===== src/rtl/udp_pkg.sv =====
package udp_pkg;
  // Direction of the step that produced the present count.
  typedef enum logic {
    DIR_DOWN = 1'b0,
    DIR_UP   = 1'b1
  } dir_e;
endpackage


===== src/rtl/udp_counter.sv =====
module udp_counter
  import udp_pkg::*;
#(
  parameter int W = 16
) (
  input  logic         clk,
  input  logic         rst_n,
  input  logic         tick,
  input  logic [W-1:0] prd,
  input  logic [W-1:0] phase,
  input  logic         ph_en,
  input  logic         sync_in,
  input  logic         sync_up,
  output logic [W-1:0] cnt_q,
  output dir_e         dir_q,
  output logic [W-1:0] cnt_nxt
);
  localparam logic [W-1:0] ZERO = '0;
  localparam logic [W-1:0] ONE  = W'(1);

  logic [W-1:0] phase_c;
  logic [W-1:0] step_cnt;
  dir_e         step_dir;
  dir_e         dir_d;
  logic         do_load;

  // phase clamp
  always_comb begin
    phase_c = (phase > prd) ? prd : phase;
  end

  // normal up-down step
  always_comb begin
    step_cnt = cnt_q;
    step_dir = dir_q;
    if (dir_q == DIR_UP) begin
      if (cnt_q >= prd) begin
        step_cnt = (cnt_q == ZERO) ? ZERO : cnt_q - ONE;
        step_dir = DIR_DOWN;
      end else begin
        step_cnt = cnt_q + ONE;
      end
    end else begin
      if (cnt_q == ZERO) begin
        step_cnt = (prd == ZERO) ? ZERO : ONE;
        step_dir = DIR_UP;
      end else begin
        step_cnt = cnt_q - ONE;
      end
    end
  end

  // sync load has priority over the step
  always_comb begin
    do_load = sync_in && ph_en;
    if (!tick) begin
      cnt_nxt = cnt_q;
      dir_d   = dir_q;
    end else if (do_load) begin
      cnt_nxt = phase_c;
      dir_d   = sync_up ? DIR_UP : DIR_DOWN;
    end else begin
      cnt_nxt = step_cnt;
      dir_d   = step_dir;
    end
  end

  always_ff @(posedge clk) begin
    if (!rst_n) begin
      cnt_q <= ZERO;
      dir_q <= DIR_DOWN;
    end else begin
      cnt_q <= cnt_nxt;
      dir_q <= dir_d;
    end
  end
endmodule


===== src/rtl/udp_compare.sv =====
module udp_compare
  import udp_pkg::*;
#(
  parameter int W = 16
) (
  input  logic         clk,
  input  logic         rst_n,
  input  logic         tick,
  input  logic [W-1:0] cnt,
  input  dir_e         dir,
  input  logic [W-1:0] shadow,
  output logic [W-1:0] act_q,
  output logic         pwm_q
);
  logic take;
  logic hit;

  always_comb begin
    take = tick && (cnt == '0);
    hit  = (cnt == act_q);
  end

  // double buffer: copy at the bottom of the count
  always_ff @(posedge clk) begin
    if (!rst_n) begin
      act_q <= '0;
    end else if (take) begin
      act_q <= shadow;
    end
  end

  // action on compare match
  always_ff @(posedge clk) begin
    if (!rst_n) begin
      pwm_q <= 1'b0;
    end else if (hit) begin
      pwm_q <= (dir == DIR_UP);
    end
  end
endmodule


===== src/rtl/udp_sync.sv =====
module udp_sync #(
  parameter int W = 16
) (
  input  logic         clk,
  input  logic         rst_n,
  input  logic         tick,
  input  logic [W-1:0] cnt_nxt,
  input  logic         zero_mode,
  input  logic         sync_in,
  output logic         zevt_q,
  output logic         sync_out
);
  // zero event pulse
  always_ff @(posedge clk) begin
    if (!rst_n) begin
      zevt_q <= 1'b0;
    end else begin
      zevt_q <= tick && (cnt_nxt == '0);
    end
  end

  // output select
  always_comb begin
    sync_out = zero_mode ? zevt_q : sync_in;
  end
endmodule


===== src/rtl/ud_pwm_core.sv =====
module ud_pwm_core
  import udp_pkg::*;
#(
  parameter int W = 16
) (
  input  logic         clk,
  input  logic         rst_n,
  input  logic         tick_en_i,
  input  logic [W-1:0] period_i,
  input  logic [W-1:0] cmp_a_i,
  input  logic [W-1:0] phase_i,
  input  logic         phase_load_en_i,
  input  logic         sync_dir_up_i,
  input  logic         sync_out_zero_i,
  input  logic         sync_in_i,
  output logic         pwm_a_o,
  output logic         sync_out_o,
  output logic         zero_irq_o,
  output logic [W-1:0] count_o
);
  logic [W-1:0] cnt_q;
  logic [W-1:0] cnt_nxt;
  dir_e         dir_q;
  logic [W-1:0] cmp_act;
  logic         zevt;

  udp_counter #(.W(W)) u_cnt (
    .clk     (clk),
    .rst_n   (rst_n),
    .tick    (tick_en_i),
    .prd     (period_i),
    .phase   (phase_i),
    .ph_en   (phase_load_en_i),
    .sync_in (sync_in_i),
    .sync_up (sync_dir_up_i),
    .cnt_q   (cnt_q),
    .dir_q   (dir_q),
    .cnt_nxt (cnt_nxt)
  );

  udp_compare #(.W(W)) u_cmp (
    .clk    (clk),
    .rst_n  (rst_n),
    .tick   (tick_en_i),
    .cnt    (cnt_q),
    .dir    (dir_q),
    .shadow (cmp_a_i),
    .act_q  (cmp_act),
    .pwm_q  (pwm_a_o)
  );

  udp_sync #(.W(W)) u_sync (
    .clk       (clk),
    .rst_n     (rst_n),
    .tick      (tick_en_i),
    .cnt_nxt   (cnt_nxt),
    .zero_mode (sync_out_zero_i),
    .sync_in   (sync_in_i),
    .zevt_q    (zevt),
    .sync_out  (sync_out_o)
  );

  assign zero_irq_o = zevt;
  assign count_o    = cnt_q;
endmodule


===== config.mk =====
export PLATFORM = sky130hd
export DESIGN_NAME = ud_pwm_core
export DESIGN_NICKNAME = d
export VERILOG_FILES = /design/src/rtl/udp_pkg.sv /design/src/rtl/udp_counter.sv /design/src/rtl/udp_compare.sv /design/src/rtl/udp_sync.sv /design/src/rtl/ud_pwm_core.sv
export SDC_FILE = /design/constraint.sdc
export NUM_CORES = 1
export LEC_CHECK = 0
export BUFFER_PORTS_ARGS = -buffer_cell sky130_fd_sc_hd__buf_2
export CORE_MARGIN = 5
export CORE_UTILIZATION = 25
export CTS_CLUSTER_DIAMETER = 60
export CTS_CLUSTER_SIZE = 24
export DETAILED_ROUTE_END_ITERATION = 10
export GPL_ROUTABILITY_DRIVEN = 0
export GPL_TIMING_DRIVEN = 0
export HOLD_SLACK_MARGIN = 0.02
export PLACE_DENSITY = 0.39
export SYNTH_ARGS = -nofsm -noshare
export SYNTH_HDL_FRONTEND = slang
export SYNTH_SLANG_ARGS = --single-unit

===== constraint.sdc =====
create_clock -name clk -period 5.8 [get_ports clk]
set_clock_uncertainty 0.15 [all_clocks]
set_input_delay 0.87 -clock clk [delete_from_list [all_inputs] [get_ports clk]]
set_output_delay 0.87 -clock clk [all_outputs]
set_load 0.02 [all_outputs]

==> results of run 1 <==
[registers in the layout, summed over array words and instances, names as in the netlist]
signal         count
u_sync.zevt_q      1
u_cmp.pwm_q        1
u_cnt.cnt_q       16
u_cnt.dir_q        1
u_cmp.act_q       16
[layout make-up]
| class | count | area [um^2] | area share |
|---|---|---|---|
| Inverter | 23 | 86.3 | 0.0203 |
| Tap cell | 180 | 225 | 0.0530 |
| Clock buffer | 6 | 139 | 0.0327 |
| Buffer | 26 | 116 | 0.0274 |
| Timing Repair Buffer | 73 | 365 | 0.0860 |
| Multi-Input combinational cell | 382 | 2570 | 0.606 |
| Clock inverter | 2 | 38.8 | 0.00913 |
| Sequential cell | 35 | 701 | 0.165 |
[Yosys cell counts, drive strengths merged, types with 5 or more instances]
cell    instances  area share
buf             8       0.014
xor2           18       0.045
mux2i          13       0.037
and2            5      0.0090
o21ai          20       0.029
nand4          13       0.025
nand2          71       0.077
nor3           12       0.017
nor2b           5      0.0090
nand3          14       0.022
dfxtp          35        0.20
a211oi          7       0.018
nor2           39       0.044
inv            23       0.025
ha             35        0.13
clkbuf         18       0.019
a21oi          41       0.059
nor4           17       0.040
[worst max path at each step]
stage,startpoint,to,slack [ps],depth (start not counted)
floorplan,period_i[14],u_sync.zevt_q,2280,10
finish,period_i[14],u_sync.zevt_q,1570,13
global route,period_i[14],u_sync.zevt_q,1240,13
global placement,period_i[14],u_sync.zevt_q,1210,13
detailed placement,period_i[14],u_sync.zevt_q,1280,13
CTS,period_i[14],u_sync.zevt_q,1570,13
[critical path: cells and delay by family]
family | cells | cell delay (ps)
and+or+nand+nor | 5 | 1380
buffers and inverters | 3 | 470
muxes | 1 | 270
AOI/OAI and AO/OA | 3 | 970
adders and majority gates | 1 | 310
[cells by family after synthesis]
logic type / count (synthesis) / synth area share
compound gates: 115 / 0.230
xor+xnor: 22 / 0.0554
fa+ha+maj: 35 / 0.126
buf+inv: 49 / 0.0583
flops: 35 / 0.201
mux: 17 / 0.0504
simple gates: 193 / 0.279
[routing by layer]
layer	track usage	vias to the layer above	wire length, um
met4	0.0268	0	120
li1	-	1871	-
met1	0.251	1848	6860
met5	0	-	0
met3	0.0279	10	804
met2	0.264	128	6280
[where the power goes]
group	total (W)	switching, W	internal (W)
clock	0.000333	0.000117	0.000216
sequential	0.000288	0.0000278	0.000260
combinational	0.000445	0.000278	0.000167
[cell usage in the layout, fill, tap and decap left out, drive strengths merged, types with 3 or more instances in the layout]
master	netlist	layout
mux2i	13	13
clkbuf	18	24
inv	23	24
nor2b	5	5
a211oi	7	7
a2111oi	4	4
o21ai	20	20
o22ai	3	3
buf	8	81
nor3	12	12
and3	3	3
mux2	4	4
a21boi	4	4
xnor2	4	4
ha	35	35
and2	5	5
o311ai	4	4
xor2	18	18
dfxtp	35	35
o211ai	3	3
nand4	13	13
nand3	14	14
nor4	17	17
a211o	3	3
or4	4	4
nand2	71	71
a21oi	41	41
nor2	39	39
a311o	3	3
or3	4	4
[stage by stage]
stage / total power [W] / instance area, um^2 / util / setup WS [ps] / hold slack, ps
4_1_cts: 0.00107 / 4250 / 0.308 / 1570 / 316
3_5_place_dp: 0.000735 / 4070 / 0.295 / 1280 / 309
2_1_floorplan: 0.000584 / 3480 / - / 2280 / 294
3_3_place_gp: 0.000733 / 4070 / 0.295 / 1210 / 306
6_report: 0.00107 / 4250 / 0.308 / 1570 / 312
5_1_grt: 0.00113 / 4250 / 0.308 / 1240 / 343
==> impl_results.md, run 1 <==
- Root Driver: clkbuf_16
- CTS max path bufs: 2
- Yosys reg bits: 35
- Reg2reg start: u_cnt.cnt_q[0]
- Hold Startpoint: u_cmp.act_q[5]
- Fin. max-slew vios: 0
- Hold Path Sink: u_cmp.act_q[5]
- Cells after Synth: about 470
- Initial DRT Pass Iterations: 5
- Sequential-to-total area share from yosys stat: 0.201
- Hold Vio Cnt, Final: 0
- Chip Width: 128 um
- Row Count: 43
- PwrDens: ~250 nW/um^2
- CTS Sinks: 35
- Synthesis-to-finish area growth: 22.1%
- Routed len/inst: between 15 and 20 um
- Antenna Nets Post-Route: 0
- Nets: between 600 and 700
- Mean Syn Cell Area: ~7.5 um^2
- Total number of vias: between 3000 and 4000
- Mapped cell area: 3480 um^2
- Drt drc: 0
- Period utilisation layout: 0.730
- Placed insts: 719
- Max Clk Rate: 0.236 GHz
- Synth unique cells: 68
- Main synth FF type: dfxtp_1
- RSZ-0062 raised after global routing: no
- Antenna cell count: 0
- Post-CTS resize count: 0
- Lkg Pwr: 1.88 nW
- Boundary pin count: 74
- Fraction of registers with async set or reset after synthesis: 0
- Slew headroom: 0.421
- Largest net degree at the start of global routing: 13
- Worst skew pair latency: 290 ps
- Slew @ Worst Pin: about 870 ps
- Number of synthesized flops with an enable pin: 0
- Final std cells w/o fill: 727
- Buffers on Ports: 73
- FF-to-FF End: u_sync.zevt_q
- Max-Cap Viols: 0
- Final Setup Violations: 0
- Post-DP HPWL: about 11 mm
- Core area: between 10000 and 15000 um^2
- Hold Path Class: reg2reg
- Net Count, Synth: roughly 560
- Cts hold-fix bufs: 0
- H-Tree Depth: 2
- CTS tree: yes
- CP max-delay cell: nor4_2
- FILL cells: between 1500 and 2000
- Setup tns final: 0 ps
- Startpoint Class: primary input
- Die Span Y: approximately 130 um
- R2R depth: 12
- Outcome: completed
- R2R setup slack: 1620 ps
- CP Data Required Time: about 5800 ps
- First-pass GRT wire length: 21.3 mm
- WHS Path Cells: 2
- Tot GR Track Use: 0.170
- Arrival time worst endpoint: between 4000 and 5000 ps
- Layout cell share with drive strength beyond 1: 0.203
- Congestion Overflow GR: 0
- Starting Density: 0.253
- CTS Buf Count: 5
- Min Clock Period, post-route: between 4000 and 5000 ps
- VDD IR-drop max: 105 uV
- Worst-path fanout max: 10
- Synth Warn #: 0
- Routed WL: ~14 mm
- Crit-path max cell delay: between 400 and 500 ps
- Crit path cell chain: buf_2 -> inv_1 -> ha_1 -> nand4_2 -> nor4_2 -> a21bo_2 -> a31oi_4 -> buf_2 -> mux2i_1 -> nor2_1 -> a2111oi_1 -> nand4_1 -> nor4_2
- Setup CP Type: in2reg
- Starting DRT DRC Count: around 300
- Vias in the first global route: ~3700
- Post-CTS Setup Repair Bufs: 0
- DIE AREA: roughly 16000 um^2
- Vias per inst: about 5.3
- Critical Path End Type: register
- Initial antenna violation count: 0
- Clock-pin slew on the worst setup and hold paths: 60 ps
(Power assumes the default switching activity.)
==> inputs of run 2 (changes only) <==
==> constraint.sdc (replaced) <==
create_clock -name clk -period 4.4 [get_ports clk]
set_clock_uncertainty 0.15 [all_clocks]
set_input_delay 0.66 -clock clk [delete_from_list [all_inputs] [get_ports clk]]
set_output_delay 0.66 -clock clk [all_outputs]
set_load 0.02 [all_outputs]
==> run 2 against run 1 <==
  * Combinational power up 33%
  * Worst hold slack hardly changed
  * Worst setup slack got worse by 1200 ps
  * Sequential power rose by 32%
  * Power rose by 32%
  * Routed wire length grew 0.28%
  * Final cell count is the same
  * Non-clock buffer count unchanged
  * Count of clock-buffer cells in the layout unchanged
  * Via count is 0.39% higher
  * Register-to-register slack got worse by 1300 ps
  * Critical path type is now reg2reg
  * Critical endpoint unchanged
==> impl_results.md, run 2 (synthesis gave the netlist of run 1 again) <==
- Congestion Overflow GR: 0 (unchanged)
- FF-to-FF End: u_sync.zevt_q (unchanged)
- Worst Path Buf+Inv: 2 (was 3)
- Die Span Y: 128 um (unchanged)
- CTS tree: yes (unchanged)
- Post-CTS Setup Repair Bufs: 0 (unchanged)
- Drt drc: 0 (unchanged)
- Total number of vias: 3872 (was 3857)
- Chip Width: 128 um (unchanged)
- Core area: 13800 um^2 (unchanged)
- CTS Buf Count: 5 (unchanged)
- Placed insts: 719 (unchanged)
- Post-DP HPWL: 11.4 mm (unchanged)
- Final Power: 0.00141 W (was 0.00107 W)
- Setup tns final: 0 ps (unchanged)
- Row Count: 43 (unchanged)
- Hold Startpoint: u_cmp.act_q[5] (unchanged)
- Commonest non-fill, non-tap cells in the layout: buf_2, nand2_1, a21oi_1 (unchanged)
- First-pass GRT wire length: 21.3 mm (unchanged)
- CP Data Required Time: 4440 ps (was 5840 ps)
- Starting DRT DRC Count: 326 (was 304)
- Reg2reg start: u_cnt.cnt_q[0] (unchanged)
- Slew headroom: 0.427 (was 0.421)
- Layout cell share with drive strength beyond 1: 0.203 (unchanged)
- Largest net degree at the start of global routing: 13 (unchanged)
- Antenna Nets Post-Route: 0 (unchanged)
- Min Clock Period, post-route: just over 4000 ps
- Max-Cap Viols: 0 (unchanged)
- CP max-delay cell: a311oi_4 (was nor4_2)
- Crit-path max cell delay: 590 ps (was 480 ps)
- Hold Vio Cnt, Final: 0 (unchanged)
- Initial DRT Pass Iterations: 5 (unchanged)
- H-Tree Depth: 2 (unchanged)
- Worst-path fanout max: 10 (unchanged)
- Vias in the first global route: 3658 (unchanged)
- Routed WL: 14.1 mm (about the same)
- Slew @ Worst Pin: 858 ps (was 867 ps)
- Post-route cell area: 4260 um^2 (was 4250 um^2)
- WHS Path Cells: 2 (unchanged)
- FILL cells: 1556 (was 1558)
- RSZ-0062 raised after global routing: no (unchanged)
- Top flop regs: u_cmp.act_q (16), u_cnt.cnt_q (16) (unchanged)
- CTS Sinks: 35 (unchanged)
- Arrival time worst endpoint: 4100 ps (was 4270 ps)
- Initial antenna violation count: 0 (unchanged)
- Area post-placement: 4070 um^2 (unchanged)
- Period utilisation layout: 0.921
- DIE AREA: 16400 um^2 (unchanged)
- Worst skew pair latency: 290 ps (about the same)
- Synthesis-to-finish area growth: 22.4% (was 22.1%)
- Tot GR Track Use: 0.170 (unchanged)
- Final std cells w/o fill: 727 (unchanged)
- R2R setup slack: 350 ps (was 1620 ps)
- Most common cell after layout, fill and taps aside: buf_2 (unchanged)
- Vias per inst: 5.33 (was 5.31)
- Outcome: completed (unchanged)
- Lkg Pwr: 1.88 nW (about the same)
- PwrDens: 332 nW/um^2 (was 251 nW/um^2)
- Final Setup Violations: 0 (unchanged)
- Antenna cell count: 0 (unchanged)
- Boundary pin count: 74 (unchanged)
- Root Driver: clkbuf_16 (unchanged)
- Critical Path End Type: register (unchanged)
- Clock-pin slew on the worst setup and hold paths: 60 ps (about the same)
- VDD IR-drop max: 139 uV (was 105 uV)
- Crit path cell chain: inv_1 -> ha_1 -> nor3b_2 -> o21ai_1 -> a311oi_4 -> nand2_2 -> buf_2 -> o211ai_1 -> a21oi_1 -> a2111oi_1 -> nand4_1 -> nor4_2 (was buf_2 -> inv_1 -> ha_1 -> nand4_2 -> nor4_2 -> a21bo_2 -> a31oi_4 -> buf_2 -> mux2i_1 -> nor2_1 -> a2111oi_1 -> nand4_1 -> nor4_2)
- Hold Path Class: reg2reg (unchanged)
- Family with the most delay on the worst path: compound AO/OA/AOI/OAI gates (was simple AND/OR/NAND/NOR gates)
- Hold Path Sink: u_cmp.act_q[5] (unchanged)
- Fin. max-slew vios: 0 (unchanged)
- Routed len/inst: 19.4 um (was 19.3 um)
- R2R depth: 12 (unchanged)
- Setup CP Type: reg2reg (was in2reg)
- Starting Density: 0.253 (unchanged)
- Buffers on Ports: 73 (unchanged)
- CTS max path bufs: 2 (unchanged)
- Max Clk Rate: roughly 0.25 GHz
- Worst path depth: 12 (was 13)
- Nets: 636 (unchanged)
- Startpoint Class: register (was primary input)
==> run 2: cell types whose count changed in the layout (fill, tap and decap cells not counted) <==
cell / previous run / this run
a311oi_4: 0 / 1
a311oi_2: 1 / 0
==> run 2: per-stage QoR <==
step / utilization / setup slack (ps) / hold WS, ps
floorplan: - / 1090 / 294
global placement: 0.295 / 24.7 / 306
detailed placement: 0.295 / 89.6 / 309
CTS: 0.308 / 240 / 316
global route: 0.309 / 4.53 / 343
finish: 0.309 / 348 / 312
==> run 2: worst max-delay path by stage <==
stage / end / slack [ps] / startpoint
after floorplan: u_sync.zevt_q / 1090 / u_cnt.cnt_q[0]
final: u_sync.zevt_q / 350 / u_cnt.cnt_q[0]
after detailed placement: u_sync.zevt_q / 90 / period_i[14]
after global placement: u_sync.zevt_q / 20 / period_i[14]
after CTS: u_sync.zevt_q / 240 / u_cnt.cnt_q[0]
after global routing: u_sync.zevt_q / 5 / u_cnt.cnt_q[0]
==> run 2: timing repair <==
| action | CTS | global route |
|---|---|---|
| hold buffers | 0 | 0 |
| resized for setup | 0 | 1 |
| endpoints found under the setup margin | 0 | 1 |
| hold endpoints to repair | 0 | 0 |
==> run 2: layout make-up <==
class	count	area, um^2	share of cell area
tap	180	225	0.0529
timing repair buffer	73	365	0.0858
inverter	23	86.3	0.0203
multi-input combinational	382	2590	0.607
buffer	26	116	0.0273
sequential	35	701	0.165
clock inverter	2	38.8	0.00911
clock buffer	6	139	0.0326
==> run 2: layer usage <==
metal  up-vias  GRT usage  part of all wire
li1       1871          -                 -
met1      1863      0.251              0.49
met2       126      0.264              0.45
met3        12     0.0279             0.056
met4         0     0.0268            0.0096
met5         -          0                 0
==> run 2: worst min-delay path, cell delays in order (launching register included) <==
cell and delay (ps):
dfxtp_1 310, nand2_1 50, a21oi_1 50
==> run 2: where the power goes <==
group	total (W)	switching, W	internal (W)
registers	0.000380	0.0000370	0.000343
clock network	0.000442	0.000157	0.000285
logic	0.000590	0.000369	0.000221
total	0.00141	0.000564	0.000849
